<file path="config.mk">
export PLATFORM = sky130hd
export DESIGN_NAME = pwr_alarm_ctrl
export DESIGN_NICKNAME = d
export VERILOG_FILES = /design/src/rtl/pa_pkg.sv /design/src/rtl/pa_regs.sv /design/src/rtl/pa_match.sv /design/src/rtl/pa_pwr_fsm.sv /design/src/rtl/pwr_alarm_ctrl.sv
export SDC_FILE = /design/constraint.sdc
export NUM_CORES = 1
export LEC_CHECK = 0
export BUFFER_PORTS_ARGS = -buffer_cell sky130_fd_sc_hd__clkbuf_2
export CAP_MARGIN = 20
export CELL_PAD_IN_SITES_DETAIL_PLACEMENT = 0
export CELL_PAD_IN_SITES_GLOBAL_PLACEMENT = 1
export CORE_MARGIN = 3
export CORE_UTILIZATION = 39
export DETAILED_ROUTE_END_ITERATION = 16
export PLACE_DENSITY_LB_ADDON = 0.1
export SYNTH_ARGS = -nofsm -noshare
export SYNTH_HDL_FRONTEND = slang
export SYNTH_SLANG_ARGS = --single-unit
</file>
<file path="constraint.sdc">
create_clock -name clk -period 1.66 [get_ports clk]
set_clock_uncertainty 0.15 [all_clocks]
set_input_delay 0.166 -clock clk [delete_from_list [all_inputs] [get_ports clk]]
set_output_delay 0.166 -clock clk [all_outputs]
set_load 0.03 [all_outputs]
</file>
<file path="src/rtl/pa_pkg.sv">
package pa_pkg;
  localparam int unsigned IDX_CTRL = 6;
  localparam int unsigned IDX_STAT = 7;
  localparam int unsigned CTL_HANDOVER = 0;
  localparam int unsigned CTL_ALARM_EN = 1;
  localparam int unsigned STS_FLAG = 0;

  typedef enum logic {
    PWR_ON  = 1'b0,
    PWR_OFF = 1'b1
  } pwr_state_e;
endpackage

</file>
<file path="src/rtl/pa_regs.sv">
module pa_regs #(
  parameter int unsigned DW = 8,
  parameter int unsigned NF = 6,
  parameter int unsigned AW = 3
) (
  input  logic             clk,
  input  logic             rst_n,
  input  logic             wr_en,
  input  logic [AW-1:0]    wr_addr,
  input  logic [DW-1:0]    wr_data,
  input  logic [AW-1:0]    rd_addr,
  input  logic             set_flag,
  output logic [NF*DW-1:0] alarm_flat,
  output logic             handover,
  output logic             alarm_en,
  output logic             flag,
  output logic [DW-1:0]    rd_data
);
  import pa_pkg::*;

  localparam int unsigned NREG = 1 << AW;

  for (genvar i = 0; i < NF; i++) begin : g_field
    logic [DW-1:0] val_q;
    always_ff @(posedge clk) begin
      if (!rst_n)
        val_q <= '0;
      else if (wr_en && (wr_addr == AW'(i)))
        val_q <= wr_data;
    end
    assign alarm_flat[i*DW +: DW] = val_q;
  end

  wire ctl_wr = wr_en && (wr_addr == AW'(IDX_CTRL));
  wire sts_wr = wr_en && (wr_addr == AW'(IDX_STAT));

  always_ff @(posedge clk) begin
    if (!rst_n) begin
      handover <= 1'b0;
      alarm_en <= 1'b0;
    end else if (ctl_wr) begin
      handover <= wr_data[CTL_HANDOVER];
      alarm_en <= wr_data[CTL_ALARM_EN];
    end
  end

  always_ff @(posedge clk) begin
    if (!rst_n)
      flag <= 1'b0;
    else if (set_flag)
      flag <= 1'b1;
    else if (sts_wr && wr_data[STS_FLAG])
      flag <= 1'b0;
  end

  always_comb begin
    rd_data = '0;
    if (rd_addr == AW'(IDX_CTRL)) begin
      rd_data[CTL_HANDOVER] = handover;
      rd_data[CTL_ALARM_EN] = alarm_en;
    end else if (rd_addr == AW'(IDX_STAT)) begin
      rd_data[STS_FLAG] = flag;
    end else if (int'(rd_addr) < NF) begin
      rd_data = alarm_flat[int'(rd_addr)*DW +: DW];
    end
  end

  initial begin
    if (NREG < NF + 2) $error("pa_regs: index space too small");
  end
endmodule

</file>
<file path="src/rtl/pa_match.sv">
module pa_match #(
  parameter int unsigned DW = 8,
  parameter int unsigned NF = 6
) (
  input  logic [NF*DW-1:0] alarm_flat,
  input  logic [NF*DW-1:0] now_flat,
  output logic             hit
);
  function automatic logic all_fields_equal(
    input logic [NF*DW-1:0] a,
    input logic [NF*DW-1:0] b
  );
    logic eq;
    eq = 1'b1;
    for (int k = 0; k < NF; k++)
      if (a[k*DW +: DW] != b[k*DW +: DW]) eq = 1'b0;
    return eq;
  endfunction

  assign hit = all_fields_equal(alarm_flat, now_flat);
endmodule

</file>
<file path="src/rtl/pa_pwr_fsm.sv">
module pa_pwr_fsm (
  input  logic clk,
  input  logic rst_n,
  input  logic handover,
  input  logic fire,
  output logic power_en
);
  import pa_pkg::*;

  pwr_state_e state_q, state_d;

  always_comb begin
    state_d = state_q;
    if (!handover)
      state_d = PWR_ON;
    else if (fire)
      state_d = PWR_OFF;
  end

  always_ff @(posedge clk) begin
    if (!rst_n) state_q <= PWR_ON;
    else        state_q <= state_d;
  end

  assign power_en = !((state_q == PWR_OFF) && handover);
endmodule

</file>
<file path="src/rtl/pwr_alarm_ctrl.sv">
module pwr_alarm_ctrl #(
  parameter int unsigned DW = 8,
  parameter int unsigned NF = 6,
  parameter int unsigned AW = 3
) (
  input  logic          clk,
  input  logic          rst_n,
  input  logic          tick_1s,
  input  logic [DW-1:0] now_sec,
  input  logic [DW-1:0] now_min,
  input  logic [DW-1:0] now_hour,
  input  logic [DW-1:0] now_day,
  input  logic [DW-1:0] now_mon,
  input  logic [DW-1:0] now_year,
  input  logic          wr_en,
  input  logic [AW-1:0] wr_addr,
  input  logic [DW-1:0] wr_data,
  input  logic [AW-1:0] rd_addr,
  output logic [DW-1:0] rd_data,
  output logic          power_en,
  output logic          irq
);
  logic [NF*DW-1:0] alarm_flat;
  logic [NF*DW-1:0] now_flat;
  logic             handover;
  logic             alarm_en;
  logic             flag;
  logic             hit;
  logic             fire;

  assign now_flat = {now_year, now_mon, now_day, now_hour, now_min, now_sec};

  pa_regs #(.DW(DW), .NF(NF), .AW(AW)) u_regs (
    .clk(clk), .rst_n(rst_n),
    .wr_en(wr_en), .wr_addr(wr_addr), .wr_data(wr_data),
    .rd_addr(rd_addr), .set_flag(fire),
    .alarm_flat(alarm_flat), .handover(handover),
    .alarm_en(alarm_en), .flag(flag), .rd_data(rd_data)
  );

  pa_match #(.DW(DW), .NF(NF)) u_match (
    .alarm_flat(alarm_flat), .now_flat(now_flat), .hit(hit)
  );

  assign fire = tick_1s && hit && alarm_en;

  pa_pwr_fsm u_pwr (
    .clk(clk), .rst_n(rst_n),
    .handover(handover), .fire(fire), .power_en(power_en)
  );

  assign irq = flag && alarm_en;
endmodule

</file>
==> summary.md <==
| Metric | Value |
|---|---|
| Status | `finished, violations left` |
| Failing checks | `negative setup slack` |
| Max-slew violation count | `0` |
| Synth cell types | `34` |
| Non-filler instance count after layout | `roughly 560` |
| WP buf/inv | `3` |
| Crit-path slowest cell | `mux4_1` |
| Layout cells sized above 1 | `a little under two fifths` |
| Clk buf depth | `2` |
| Mapped Area | `2960 sq um` |
| Max-Cap Viols | `0` |
| IO buf count | `75` |
| Critical path's top delay family | `multiplexers` |
| GRT overflow | `0` |
| Overall routing resource usage | `about a quarter` |
| R2R Setup Slk | `-0.03 ns` |
| Hold depth | `3` |
| Max incr delay on CP | `about 0.45 ns` |
| Worst-Skew Late Latency | `0.31 ns` |
| Post-route DRC | `0` |
| Row count | `31` |
| First-pass GRT wire length | `15.5 mm` |
| Launch point of the worst reg-to-reg path | `u_regs.g_field[1].val_q[3]` |
| Die area | `8660 sq um` |
| Crit path launch type | `flip-flop` |
| Yosys warns | `0` |
| Diodes inserted | `0` |
| Maximum level of the CTS H-tree | `2` |
| HP Class | `in -> reg` |
| Commonest non-fill, non-tap cells in the layout | `nand2_1 (103), clkbuf_2 (67), buf_4 (44)` |
| DRT Pass-1 Iters | `4` |
| Synthesized flop and latch total | `52` |
| Worst VDD drop | `around 0.34 mV` |
| Worst slew pin tran | `around 0.42 ns` |
| P_leak | `1.53 nW` |
| Vias per Instance | `5.00` |
| CTS buffer count | `5` |
| DR WL/cell | `around 18 microns` |
| Final Hold Viols | `0` |
| Min-delay src | `wr_data[2]` |
| Post-Synthesis Cells | `about 340` |
| Initial Utilization | `40.6%` |
| Chip width | `93.1 microns` |
| Critical R2R Capture | `u_pwr.state_q` |
| Reg2Reg Depth | `7` |
| Hold-critical path endpoint | `u_regs.g_field[3].val_q[2]` |
| Routability cong. | `0.902` |
| Setup CP Type | `reg -> out` |
| RSZ-0062 raised after global routing | `yes` |
| Vias in the first global route | `2764` |
| Final setup violation count | `9` |
| Avg Cell Area, Syn | `8.67 sq um` |
| Most common cell after layout, fill and taps aside | `nand2_1` |
| Post-DRT Antenna Nets | `0` |
| Post-synth net total | `407` |
| Layout area overhead | `34.1%` |
| Total power divided by cell area | `664 nW/um^2` |
| Final Worst Setup Slack | `-0.216 ns` |
| Most used cell, CP | `buf_4` |
| CP Max Fanout | `2` |
| Critical-path cell list | `buf_4 -> mux4_1 -> inv_1 -> o22ai_1 -> buf_4` |
| CTS tree | `yes` |
| Largest net degree at the start of global routing | `36` |
| # clock sinks | `52` |
| Clock transition at path regs | `~0.10 ns` |
| WHS | `roughly 0.042 ns` |
| Worst Path Arrival | `~1.6 ns` |
| CORE AREA | `7290 sq um` |
| Slew headroom | `72.2%` |
| WL final | `9.95 mm` |
| Sequential area share after synthesis | `35.2%` |
| Die height | `around 93 microns` |
| Placed Cells | `526` |
| Post-DP HPWL | `7.54 mm` |
| Nets | `~520` |
| WP data required | `approximately 1.3 ns` |
| Final Cycle Share | `113%` |
| DR iter-0 viols | `~170` |
| Initial antenna violation count | `0` |
| Crit path time final | `1.88 ns` |
| Io pins | `76` |
| Routed via count | `2780` |
| Critical Path End Type | `primary output` |
| Root buf cell | `clkbuf_8` |
| F_max | `0.533 GHz` |
-- final cells by class --
type,instances,area (sq um)
clock inverter,3,42.5
sequential,52,1070
clock buffer,5,68.8
inverter,7,26.3
fill,779,3320
multi-input combinational,268,1840
tap,99,124
timing repair buffer,122,795
-- logic make-up after synthesis --
family / after synthesis / synth area share (%)
xor gates and xnor gates: 48 / 14.2
and+or+nand+nor: 143 / 21.2
buffers and inverters: 21 / 3.76
DFF: 52 / 35.2
AOI/OAI and AO/OA: 58 / 14.4
muxes: 19 / 11.2
-- where the power goes --
part           internal, mW  switching [mW]
Sequential             1.27          0.0240
Clock                 0.447           0.441
Combinational         0.226           0.229
Total                  1.94           0.694
-- synth_stat cells --
library cell | n | area, sq um
nand3_1 | 8 | 40.0
xor2_1 | 1 | 8.76
nor2b_1 | 4 | 25.0
and3_1 | 1 | 6.26
nor3_1 | 2 | 10.0
mux4_1 | 7 | 184
nand4_1 | 12 | 75.1
a21boi_1 | 19 | 143
o22ai_1 | 6 | 37.5
o21a_1 | 1 | 7.51
mux2i_1 | 9 | 90.1
and2_1 | 2 | 12.5
buf_1 | 1 | 3.75
clkbuf_1 | 6 | 22.5
buf_6 | 1 | 11.3
mux4_2 | 2 | 45.0
o21ai_0 | 1 | 5.00
nor4_1 | 2 | 12.5
o211ai_1 | 1 | 7.51
buf_12 | 1 | 20.0
nand2b_1 | 3 | 18.8
dfxtp_1 | 52 | 1040
o221ai_1 | 1 | 8.76
buf_2 | 4 | 20.0
buf_4 | 1 | 7.51
and2b_1 | 1 | 7.51
mux2_2 | 1 | 11.3
xnor2_1 | 47 | 412
a21boi_0 | 29 | 218
nor3_2 | 2 | 20.0
nand2_1 | 103 | 387
nor2_2 | 1 | 6.26
inv_1 | 7 | 26.3
nor2_1 | 2 | 7.51
-- worst register-to-register path: stages (launching register included) --
cell and delay (ns):
dfxtp_2 0.34, buf_6 0.12, xnor2_2 0.11, nand4_1 0.16, nor4_2 0.30, buf_4 0.16, nand4_1 0.14, o21ai_1 0.15
-- how the worst max path moves through the flow --
| stage | endpoint | slack (ns) | depth (start not counted) | from |
|---|---|---|---|---|
| 2_1_floorplan | rd_data[1] | 0.16 | 4 | rd_addr[0] |
| 3_3_place_gp | rd_data[0] | -0.15 | 4 | rd_addr[0] |
| 3_5_place_dp | rd_data[0] | -0.17 | 4 | rd_addr[0] |
| 4_1_cts | rd_data[1] | -0.24 | 4 | u_regs.g_field[2].val_q[1] |
| 5_1_grt | rd_data[1] | -0.27 | 4 | u_regs.g_field[2].val_q[1] |
| 6_report | rd_data[2] | -0.22 | 5 | u_regs.g_field[3].val_q[2] |
-- state kept, by name, summed over array words and instances (netlist names) --
signal / count
u_regs.handover: 1
u_regs.g_field.val_q: 48
u_pwr.state_q: 1
u_regs.alarm_en: 1
u_regs.flag: 1
-- through the flow --
stage                     setup WS, ns  TNS (ns)  util (%)  power [mW]  cell area, sq um
final                           -0.216     -1.48      54.4        2.64              3970
after global routing            -0.270     -1.99      54.4        2.75              3970
after CTS                       -0.241     -1.65      53.6        2.64              3910
after detailed placement        -0.170    -0.842      48.8        1.74              3560
after global placement          -0.153    -0.767      48.8        1.74              3560
after floorplan                  0.163         0         -        1.54              2960
-- metal layers --
layer | wire length, microns | GRT usage (%)
met5 | 0 | 0
met4 | 70 | 4.64
met2 | 4450 | 37.0
met3 | 767 | 3.38
met1 | 4660 | 35.2
-- timing repair --
item | CTS | global route
hold buffers | 1 | 1
gates cloned | 0 | 0
pin swaps | 7 | 6
endpoints found under the hold margin | 2 | 1
buffers inserted | 17 | 3
endpoints found under the setup margin | 9 | 10
gates resized for setup | 49 | 19
Power figures use the tool's default switching activity.
